File: src/rtl/uart_fifo_pkg.sv
package uart_fifo_pkg;

    typedef enum logic {
        WAIT_FILL = 1'b0,
        SERVICE   = 1'b1
    } dma_state_t;

    localparam int ERR_W  = 3;
    localparam int BYTE_W = 8;

    typedef struct packed {
        logic [ERR_W-1:0]  err;
        logic [BYTE_W-1:0] data;
    } rx_entry_t;

endpackage

File: src/rtl/fifo_store.sv
module fifo_store #(
    parameter int W     = 8,
    parameter int DEPTH = 64,
    localparam int CW   = $clog2(DEPTH + 1),
    localparam int AW   = $clog2(DEPTH)
) (
    input  logic          clk,
    input  logic          rst_n,
    input  logic          flush,
    input  logic [CW-1:0] cap,
    input  logic          push,
    input  logic [W-1:0]  din,
    input  logic          pop,
    output logic [W-1:0]  dout,
    output logic [CW-1:0] count,
    output logic [CW-1:0] free,
    output logic          ovr
);

    logic [W-1:0]  mem [DEPTH];
    logic [AW-1:0] wr_ptr, rd_ptr;
    logic          do_push, do_pop, push_lost;

    function automatic logic [AW-1:0] bump(input logic [AW-1:0] p);
        return (p == AW'(DEPTH - 1)) ? '0 : p + 1'b1;
    endfunction

    always_comb begin
        do_push   = push && (count < cap);
        push_lost = push && !(count < cap);
        do_pop    = pop && (count != '0);
        free      = (count >= cap) ? '0 : cap - count;
        dout      = mem[rd_ptr];
    end

    always_ff @(posedge clk or negedge rst_n) begin
        if (!rst_n) begin
            wr_ptr <= '0;
            rd_ptr <= '0;
            count  <= '0;
            ovr    <= 1'b0;
        end else if (flush) begin
            wr_ptr <= '0;
            rd_ptr <= '0;
            count  <= '0;
            ovr    <= 1'b0;
        end else begin
            if (do_push) wr_ptr <= bump(wr_ptr);
            if (do_pop)  rd_ptr <= bump(rd_ptr);
            count <= count + CW'(do_push) - CW'(do_pop);
            if (push_lost) ovr <= 1'b1;
        end
    end

    always_ff @(posedge clk) begin
        if (!flush && do_push) mem[wr_ptr] <= din;
    end

endmodule

File: src/rtl/trig_level.sv
module trig_level #(
    parameter bit IS_RX = 1'b1,
    parameter int LW    = 7
) (
    input  logic          en,
    input  logic [1:0]    sel,
    input  logic [3:0]    prog,
    output logic [LW-1:0] level
);

    logic [LW-1:0] table_lvl;

    generate
        if (IS_RX) begin : g_rx_table
            always_comb begin
                unique case (sel)
                    2'd0: table_lvl = LW'(8);
                    2'd1: table_lvl = LW'(16);
                    2'd2: table_lvl = LW'(56);
                    default: table_lvl = LW'(60);
                endcase
            end
        end else begin : g_tx_table
            always_comb begin
                unique case (sel)
                    2'd0: table_lvl = LW'(8);
                    2'd1: table_lvl = LW'(16);
                    2'd2: table_lvl = LW'(32);
                    default: table_lvl = LW'(56);
                endcase
            end
        end
    endgenerate

    always_comb begin
        if (!en)               level = LW'(1);
        else if (prog != 4'd0) level = LW'({prog, 2'b00});
        else                   level = table_lvl;
    end

endmodule

File: src/rtl/ready_fsm.sv
module ready_fsm
    import uart_fifo_pkg::*;
(
    input  logic clk,
    input  logic rst_n,
    input  logic arm,
    input  logic drop,
    output logic rdy
);

    dma_state_t state, state_nxt;

    always_comb begin
        state_nxt = state;
        unique case (state)
            WAIT_FILL: if (arm)  state_nxt = SERVICE;
            SERVICE:   if (drop) state_nxt = WAIT_FILL;
            default:   state_nxt = WAIT_FILL;
        endcase
    end

    always_ff @(posedge clk or negedge rst_n) begin
        if (!rst_n) state <= WAIT_FILL;
        else        state <= state_nxt;
    end

    always_comb begin
        rdy = (state == SERVICE);
    end

endmodule

File: src/rtl/uart_fifo_trig.sv
module uart_fifo_trig
    import uart_fifo_pkg::*;
#(
    parameter int DEPTH = 64,
    localparam int CW   = $clog2(DEPTH + 1)
) (
    input  logic          clk,
    input  logic          rst_n,
    input  logic          fifo_en,
    input  logic [1:0]    rx_sel,
    input  logic [1:0]    tx_sel,
    input  logic [3:0]    rx_prog,
    input  logic [3:0]    tx_prog,
    input  logic          rx_flush,
    input  logic          tx_flush,
    input  logic          host_wr,
    input  logic [7:0]    host_wdata,
    input  logic          host_rd,
    output logic [7:0]    rx_rdata,
    output logic [2:0]    rx_rerr,
    input  logic          ser_pop,
    output logic [7:0]    tx_data,
    input  logic          des_push,
    input  logic [7:0]    des_data,
    input  logic [2:0]    des_err,
    output logic [CW-1:0] rx_count,
    output logic [CW-1:0] tx_count,
    output logic          rx_irq,
    output logic          tx_irq,
    output logic          rx_dma_rdy,
    output logic          tx_dma_rdy,
    output logic          rx_ovr,
    output logic          tx_ovr
);

    localparam int RXW = $bits(rx_entry_t);

    logic          en_q, flush_all;
    logic [CW-1:0] cap, rx_lvl, tx_lvl, rx_free, tx_free;
    rx_entry_t     rx_in, rx_head;

    always_ff @(posedge clk or negedge rst_n) begin
        if (!rst_n) en_q <= 1'b0;
        else        en_q <= fifo_en;
    end

    always_comb begin
        flush_all = (en_q != fifo_en);
        cap       = fifo_en ? CW'(DEPTH) : CW'(1);
        rx_in     = '{err: des_err, data: des_data};
        rx_rdata  = rx_head.data;
        rx_rerr   = rx_head.err;
    end

    fifo_store #(.W(RXW), .DEPTH(DEPTH)) u_rxq (
        .clk(clk), .rst_n(rst_n), .flush(rx_flush || flush_all), .cap(cap),
        .push(des_push), .din(rx_in), .pop(host_rd), .dout(rx_head),
        .count(rx_count), .free(rx_free), .ovr(rx_ovr)
    );

    fifo_store #(.W(8), .DEPTH(DEPTH)) u_txq (
        .clk(clk), .rst_n(rst_n), .flush(tx_flush || flush_all), .cap(cap),
        .push(host_wr), .din(host_wdata), .pop(ser_pop), .dout(tx_data),
        .count(tx_count), .free(tx_free), .ovr(tx_ovr)
    );

    trig_level #(.IS_RX(1'b1), .LW(CW)) u_rx_lvl (
        .en(fifo_en), .sel(rx_sel), .prog(rx_prog), .level(rx_lvl)
    );

    trig_level #(.IS_RX(1'b0), .LW(CW)) u_tx_lvl (
        .en(fifo_en), .sel(tx_sel), .prog(tx_prog), .level(tx_lvl)
    );

    always_comb begin
        rx_irq = (rx_count >= rx_lvl);
        tx_irq = (tx_free >= tx_lvl);
    end

    ready_fsm u_rx_dma (
        .clk(clk), .rst_n(rst_n),
        .arm(rx_count >= rx_lvl), .drop(rx_count == '0), .rdy(rx_dma_rdy)
    );

    ready_fsm u_tx_dma (
        .clk(clk), .rst_n(rst_n),
        .arm(tx_free >= tx_lvl), .drop(tx_free == '0), .rdy(tx_dma_rdy)
    );

endmodule

File: config.mk
export PLATFORM = sky130hd
export DESIGN_NAME = uart_fifo_trig
export DESIGN_NICKNAME = d
export VERILOG_FILES = /design/src/rtl/uart_fifo_pkg.sv /design/src/rtl/fifo_store.sv /design/src/rtl/trig_level.sv /design/src/rtl/ready_fsm.sv /design/src/rtl/uart_fifo_trig.sv
export SDC_FILE = /design/constraint.sdc
export NUM_CORES = 1
export LEC_CHECK = 0
export BUFFER_PORTS_ARGS = -buffer_cell sky130_fd_sc_hd__buf_2
export CORE_MARGIN = 1.5
export CORE_UTILIZATION = 45
export DETAILED_ROUTE_END_ITERATION = 16
export SLEW_MARGIN = 20
export SYNTH_ARGS = -nofsm -noshare
export SYNTH_HDL_FRONTEND = slang
export SYNTH_SLANG_ARGS = --single-unit
File: constraint.sdc
create_clock -name clk -period 5.6 [get_ports clk]
set_input_delay 1.12 -clock clk [delete_from_list [all_inputs] [get_ports clk]]
set_output_delay 1.12 -clock clk [all_outputs]
set_load 0.1 [all_outputs]
==> results of run 1 <==
[state kept, by name, summed over array words and instances (netlist names)]
register / flops
en_q: 1
u_rx_dma.rdy: 1
u_rxq.rd_ptr: 6
u_txq.count: 7
u_rxq.mem: 704
u_txq.wr_ptr: 6
u_rxq.ovr: 1
u_tx_dma.rdy: 1
u_txq.ovr: 1
u_rxq.wr_ptr: 6
u_txq.rd_ptr: 6
u_rxq.count: 7
u_txq.mem: 512
[cell usage after synthesis, types with 14 or more instances]
cell | n | share of area [%]
a22oi_1 | 54 | 0.81
buf_2 | 26 | 0.26
nor2_1 | 194 | 1.5
mux4_2 | 301 | 14
inv_1 | 36 | 0.27
mux2i_1 | 80 | 1.6
xnor2_1 | 14 | 0.24
buf_4 | 26 | 0.39
dfrtp_1 | 43 | 2.1
nand3_1 | 14 | 0.14
nand2_1 | 68 | 0.51
edfxtp_1 | 1216 | 73
nor3_1 | 17 | 0.17
clkbuf_1 | 55 | 0.41
a221oi_1 | 30 | 0.52
buf_1 | 18 | 0.13
ha_1 | 43 | 1.1
a21oi_1 | 44 | 0.44
o21ai_0 | 18 | 0.18
nor2b_1 | 30 | 0.37
[per-stage QoR]
stage	utilization (%)	total power [mW]	cells	area, um^2
3_3_place_gp	47.8	13.9	4062	52900
2_1_floorplan	-	13.1	2490	50200
5_1_grt	51.6	22.9	4293	57100
4_1_cts	51.6	22.3	4293	57100
3_5_place_dp	47.8	13.9	4062	52900
6_report	51.6	22.1	4293	57100
[critical path, cell delays in order (launching register included)]
cell     delay, ns
dfrtp_1       0.89
buf_4         0.44
nor2b_1       0.84
a22oi_1       0.26
nand2_1       0.16
a22oi_1       0.07
nand2_1       0.16
buf_2         0.45
[metal layers]
layer	share of wire (%)	routed length (um)	global-route usage, %
met5	0.0061	7	0
met4	2.5	2830	6.30
met3	6.6	7610	3.86
met2	48	55700	32.8
met1	43	49300	29.3
[layout make-up]
class | count | share of cell area, %
clock inverters | 82 | 1.41
inverters | 38 | 0.250
clock buffers | 149 | 5.93
flip-flops and latches | 1259 | 65.9
repair buffers | 218 | 2.68
well taps | 1488 | 3.26
multi-input cells | 1059 | 20.6
[cell families after synthesis]
kind of cell | Yosys count | synth area share (%)
xor+xnor | 27 | 0.471
compound gates | 226 | 3.15
mux | 387 | 15.2
simple gates | 374 | 3.37
buf+inv | 172 | 1.67
fa+ha+maj | 45 | 1.15
flops | 1259 | 74.9
[power by group through the flow]
stage               clock network (mW)  logic [mW]  registers (mW)
floorplan                            0        2.11            10.9
global placement                     0        3.15            10.7
detailed placement                   0        3.18            10.7
CTS                               8.61        3.20            10.5
global route                      8.98        3.41            10.5
finish                            8.47        3.16            10.5
[path summary, 6_finish.rpt]
| path | start | to | slack (ns) | depth (start not counted) |
|---|---|---|---|---|
| setup / recovery | u_rxq.rd_ptr[3] | rx_rdata[6] | 0.44 | 7 |
| hold / removal | rst_n | u_txq.rd_ptr[2] | 0.49 | 2 |
| setup reg to reg | u_txq.count[1] | u_txq.mem[51][3] | 1.64 | 8 |
| hold reg to reg | u_rx_dma.rdy | u_rx_dma.rdy | 0.49 | 1 |
| max in group asynchronous | rst_n | u_rxq.rd_ptr[1] | 4.47 | 2 |
| min in group clk | u_rx_dma.rdy | u_rx_dma.rdy | 0.49 | 1 |
[layout by cell type (no fill, tap or decap), drive strengths merged, types with 13 or more instances in the layout]
cell,instances
mux2i,80
ha,43
nand2,68
clkinv,60
nor2,194
o21ai,19
nand3,14
nor3,17
clkbuf,149
buf,218
o22ai,13
a21oi,44
edfxtp,1216
inv,47
xnor2,14
nor2b,30
a221oi,30
a22oi,54
xor2,13
dfrtp,43
mux4,301
==> flow_metrics.py, run 1 <==
metrics = {
    "sta": {
        "relSlewSlack_pct": 32.9,
        "finalSetupTns_ns": 0,
        "rsz0062_at_grt": "no",
        "slew_viol_final": 0,
        "period_minus_slack_ns": 5.16,
        "layout_setup_ws_ns": 0.441,
        "worst_hold_slack_ns": 0.490,
        "hold_viol_final": 0,
        "finalSetupViolCount": 0,
        "fin_crit_sh_pct": 92.1,
        "worstMarginPinSlew_ns": 1.00,
        "finalClockSkew_ns": 0.0463,
        "max_freq_ghz": 0.194,
    },
    "clock_network": {
        "hold_buffers": 0,
        "cts_num_sinks": 1259,
        "tritoncts": "done",
        "clk_pin_slew_worst_paths_ns": 0.06,
        "cts_setup_buffers": 0,
        "cts_resized": 0,
        "htreeDepth": 4,
        "cts_root_buf": "clkbuf_16",
        "clkLatencyLatePin_ns": 0.75,
        "clk_path_buf_depth": 3,
        "numCtsBuffers": 131,
    },
    "routing": {
        "wl_per_cell_um": 26.9,
        "dr.pass1.iters": 6,
        "drt_iter0_markers": 2576,
        "ant_nets": 0,
        "drc": 0,
        "num_vias": 24800,
        "wl_um": 115000,
        "viasPerCell": 5.78,
    },
    "floorplanning": {
        "core_um2": 111000,
        "rows": 122,
        "die_x_um": 337,
        "die_h_um": 337,
        "start_util_pct": 45.3,
        "num_io_pins": 79,
        "dieArea_um2": 113000,
    },
    "pwr": {
        "total_leakage_power_nw": 17.8,
        "power_switching_share_pct": 25.9,
        "p_seq_share_pct": 47.5,
        "intPower_mw": 16.4,
        "power_density_nw_per_um2": 388,
        "clkPwrFrac_pct": 38.2,
        "combPwrFrac_pct": 14.3,
        "vdd_drop_max_mv": 0.346,
        "p_sw_mw": 5.74,
    },
    "global_route": {
        "grt_pass1_wl_um": 170000,
        "antenna_found_initial": 2,
        "grt_util_all_layers_pct": 20.7,
        "overflow": 0,
        "grt_pass1_vias": 25400,
        "grt_max_degree": 65,
    },
    "synthesis": {
        "synth-async-reset-ratio_pct": 3.42,
        "yosysSeqAreaShare_pct": 74.9,
        "syn_avg_cell_area_um2": 20.1,
        "syn_nets": 2575,
        "synthFlopType": "edfxtp_1",
        "synth_area_um2": 50200,
        "ys_warn_count": 0,
        "ys_seq_elements": 1259,
        "synth-edff-count": 1216,
        "synth_cell_types": 62,
        "synth_cells": 2490,
    },
    "finish": {
        "multiInputGateArea_um2": 11700,
        "nets": 2792,
        "regArea_um2": 37600,
        "drive_gt1_share_pct": 26.1,
        "area_delta_synth_final_pct": 13.8,
        "nFillCells": 8676,
        "diodes": 0,
    },
    "run": {
        "drv_cap": 0,
    },
    "placement": {
        "dpl.hpwl_um": 69700,
        "dpl_worst_slack_ns": 0.720,
        "place_congestion": 0.824,
        "port_buffers": 78,
    },
    "worst_setup_path": {
        "crit_fanout": 18,
        "worstSetupStartpointType": "register",
        "crit_path_end_kind": "primary output",
        "cp.required_ns": 4.48,
        "critical_path_class": "reg -> out",
        "critPathArrivalTime_ns": 4.04,
    },
    "outcome": {
        "status": "complete, no violations",
    },
    "min_path": {
        "holdCritPathClass": "in -> async",
    },
}
No activity file was read; power rests on OpenSTA's default activity.
==> run 2: changes to the inputs <==
--- a/config.mk
+++ b/config.mk
@@ -5,7 +5,9 @@
 export SDC_FILE = /design/constraint.sdc
 export NUM_CORES = 1
 export LEC_CHECK = 0
+export ABC_AREA = 1
 export BUFFER_PORTS_ARGS = -buffer_cell sky130_fd_sc_hd__buf_2
+export CORE_ASPECT_RATIO = 0.6
 export CORE_MARGIN = 1.5
 export CORE_UTILIZATION = 45
 export DETAILED_ROUTE_END_ITERATION = 16
==> run 2 against run 1 <==
  * Sequential share of layout area is 2.2 points lower
  * Count of clock-buffer cells in the layout is 4 lower
  * Power is 4.7% higher
  * Register-to-register slack better by 0.30 ns
  * Setup slack worse by 0.12 ns
  * Routed wire length is 24% higher
  * Clock power is 2.4% lower
  * Global-route usage is 3.1 points higher
  * Core utilization is 1.1 points lower
  * Clock skew is 0.00070 ns lower
  * Critical path type unchanged
  * Largest power group unchanged
  * Highest routed layer unchanged
==> flow_metrics.py, run 2 <==
metrics = {
    "outcome": {
        "status": "complete, no violations",
    },
    "pwr": {
        "power_density_nw_per_um2": 393,
        "intPower_mw": 16.1,
        "p_seq_share_pct": 45.3,
        "combPwrFrac_pct": 19.0,
        "clkPwrFrac_pct": 35.6,
        "power_switching_share_pct": 30.5,
        "p_sw_mw": 7.07,
        "finalPower_mw": 23.2,
        "total_leakage_power_nw": 21.1,
        "vdd_drop_max_mv": 0.992,
    },
    "finish": {
        "largest_reg_flops": 704,
        "stdcell_area_um2": 59000,
        "postLayoutCoreUtil_pct": 50.4,
        "nets": 4833,
        "fin_cells": 6433,
        "largest-register": "u_rxq.mem",
        "area_delta_synth_final_pct": 10.8,
        "largestRegisters": "u_rxq.mem: 704 flops, u_txq.mem: 512 flops",
        "drive_gt1_share_pct": 8.21,
        "layout_commonest_cell": "edfxtp_1",
        "final_cell_mix": "1216 x edfxtp_1, 1053 x nand2_1, 777 x nor2_1, 666 x nand3_1, 296 x o21ai_0",
        "nFillCells": 10300,
    },
    "sta": {
        "max_freq_ghz": 0.189,
        "rsz0062_at_grt": "no",
        "period_minus_slack_ns": 5.28,
        "finalSetupViolCount": 0,
        "hold_viol_final": 0,
        "finalSetupTns_ns": 0,
        "finalClockSkew_ns": 0.0456,
        "slew_viol_final": 0,
        "fin_crit_sh_pct": 94.3,
        "relSlewSlack_pct": 26.4,
        "worst_hold_slack_ns": 0.509,
        "layout_setup_ws_ns": 0.319,
        "worstMarginPinSlew_ns": 1.10,
    },
    "worst_setup_path": {
        "rr_startpoint": "u_txq.count[3]",
        "crit_fanout": 102,
        "crit_path_end_kind": "primary output",
        "worstSetupStartpointType": "register",
        "r2r_setup_slack_ns": 1.94,
        "cp.required_ns": 4.48,
        "critPathArrivalTime_ns": 4.16,
        "critical_path_class": "reg -> out",
        "r2r-end": "u_txq.count[6]",
        "reg2reg_depth": 19,
    },
    "clock_network": {
        "clk_path_buf_depth": 3,
        "hold_buffers": 0,
        "cts_num_sinks": 1259,
        "clkLatencyLatePin_ns": 0.76,
        "htreeDepth": 3,
        "cts_setup_buffers": 0,
        "cts_resized": 0,
        "tritoncts": "done",
        "numCtsBuffers": 116,
        "cts_root_buf": "clkbuf_16",
        "clk_pin_slew_worst_paths_ns": 0.06,
    },
    "synthesis": {
        "synth_cells": 4724,
        "yosysSeqAreaShare_pct": 70.6,
        "synth_top_cells_by_area": "edfxtp_1 69%, nand2_1 7.4%, nand3_1 6.3%",
        "syn_nets": 4809,
        "synth_area_um2": 53300,
        "synth.top_cells.by_count": "1216 x edfxtp_1, 1053 x nand2_1, 788 x nor2_1",
        "synth-edff-count": 1216,
        "syn_avg_cell_area_um2": 11.3,
        "ys_seq_elements": 1259,
        "ys_warn_count": 0,
        "synthFlopType": "edfxtp_1",
        "synth_top_area_share_pct": 68.6,
        "synth.most_common_cell": "edfxtp_1",
        "synth_cell_types": 45,
        "synth-async-reset-ratio_pct": 3.42,
        "yosysTopAreaCell": "edfxtp_1",
    },
    "routing": {
        "wl_per_cell_um": 22.3,
        "ant_nets": 0,
        "num_vias": 35600,
        "drc": 0,
        "viasPerCell": 5.53,
        "wl_um": 144000,
        "dr.pass1.iters": 6,
        "drt_iter0_markers": 4921,
    },
    "placement": {
        "dpl_worst_slack_ns": 1.23,
        "dpl_cell_area_um2": 55100,
        "place_inst": 6214,
        "place_congestion": 0.898,
        "dpl.hpwl_um": 84900,
        "port_buffers": 78,
    },
    "global_route": {
        "antenna_found_initial": 7,
        "grt_max_degree": 174,
        "grt_util_all_layers_pct": 23.7,
        "grt_pass1_wl_um": 215000,
        "overflow": 0,
        "grt_pass1_vias": 32800,
    },
    "floorplanning": {
        "core_um2": 117000,
        "start_util_pct": 45.5,
        "dieArea_um2": 121000,
        "rows": 97,
        "die_x_um": 447,
        "num_io_pins": 79,
        "die_h_um": 269,
    },
    "min_path": {
        "min_to": "u_tx_dma.rdy",
        "holdCritPathClass": "reg -> reg",
        "min-delay-start": "u_tx_dma.rdy",
        "worstHoldPathCells": 2,
    },
    "run": {
        "drv_cap": 0,
    },
}
==> run 2: cells by family (layout without fill, tap and decap cells) <==
group,Yosys count,after routing,synth area share (%)
DFF,1259,1259,70.6
other,0,3,0
adders and majority gates,45,45,1.09
and+or+nand+nor,2557,2557,20.1
xor gates and xnor gates,10,10,0.179
AOI/OAI and AO/OA,415,415,4.12
buffers and inverters,438,560,3.94
==> run 2: cell type report <==
| type | instances | area, um^2 | share of cell area [%] |
|---|---|---|---|
| tap | 1584 | 1980 | 3.36 |
| clock inverter | 71 | 847 | 1.44 |
| multi-input combinational | 3027 | 13600 | 23.1 |
| timing repair buffer | 171 | 1210 | 2.06 |
| clock buffer | 145 | 3060 | 5.19 |
| antenna | 3 | 7.51 | 0.0127 |
| sequential | 1259 | 37600 | 63.7 |
| inverter | 173 | 678 | 1.15 |
==> run 2: how the worst max path moves through the flow <==
stage / startpoint / endpoint / slack, ns / cells after the start
2_1_floorplan: rx_prog[1] / rx_irq / 0.86 / 7
3_3_place_gp: fifo_en / tx_irq / 1.17 / 14
3_5_place_dp: u_rxq.rd_ptr[0] / rx_rerr[0] / 1.23 / 11
4_1_cts: u_rxq.rd_ptr[0] / rx_rerr[0] / 0.39 / 11
5_1_grt: u_rxq.rd_ptr[0] / rx_rerr[0] / 0.13 / 11
6_report: u_rxq.rd_ptr[0] / rx_rerr[0] / 0.32 / 11
==> run 2: routing by layer <==
layer | wire (um) | global-route usage, % | up-vias
met5 | 13 | 0 | -
met4 | 2120 | 4.63 | 2
met3 | 16400 | 7.04 | 158
met2 | 55800 | 29.7 | 1621
met1 | 69100 | 39.6 | 17400
li1 | - | - | 16400
==> run 2: power groups by stage <==
stage,clock (mW),combinational (mW),sequential (mW)
after floorplan,0,2.95,11.0
after global placement,0,4.34,10.7
after detailed placement,0,4.36,10.7
after CTS,8.38,4.38,10.5
after global routing,8.74,4.90,10.5
final,8.27,4.41,10.5
==> run 2: worst max-delay path, cell delays in order (launching register included) <==
cell and delay, ns:
dfrtp_4 0.72, inv_8 0.50, buf_4 0.46, nand2_1 0.09
nand3_1 0.13, nand3_1 0.15, nand2_1 0.13, nand2_1 0.06
nand3_1 0.40, nand3_1 0.13, nand2_1 0.11, buf_2 0.43
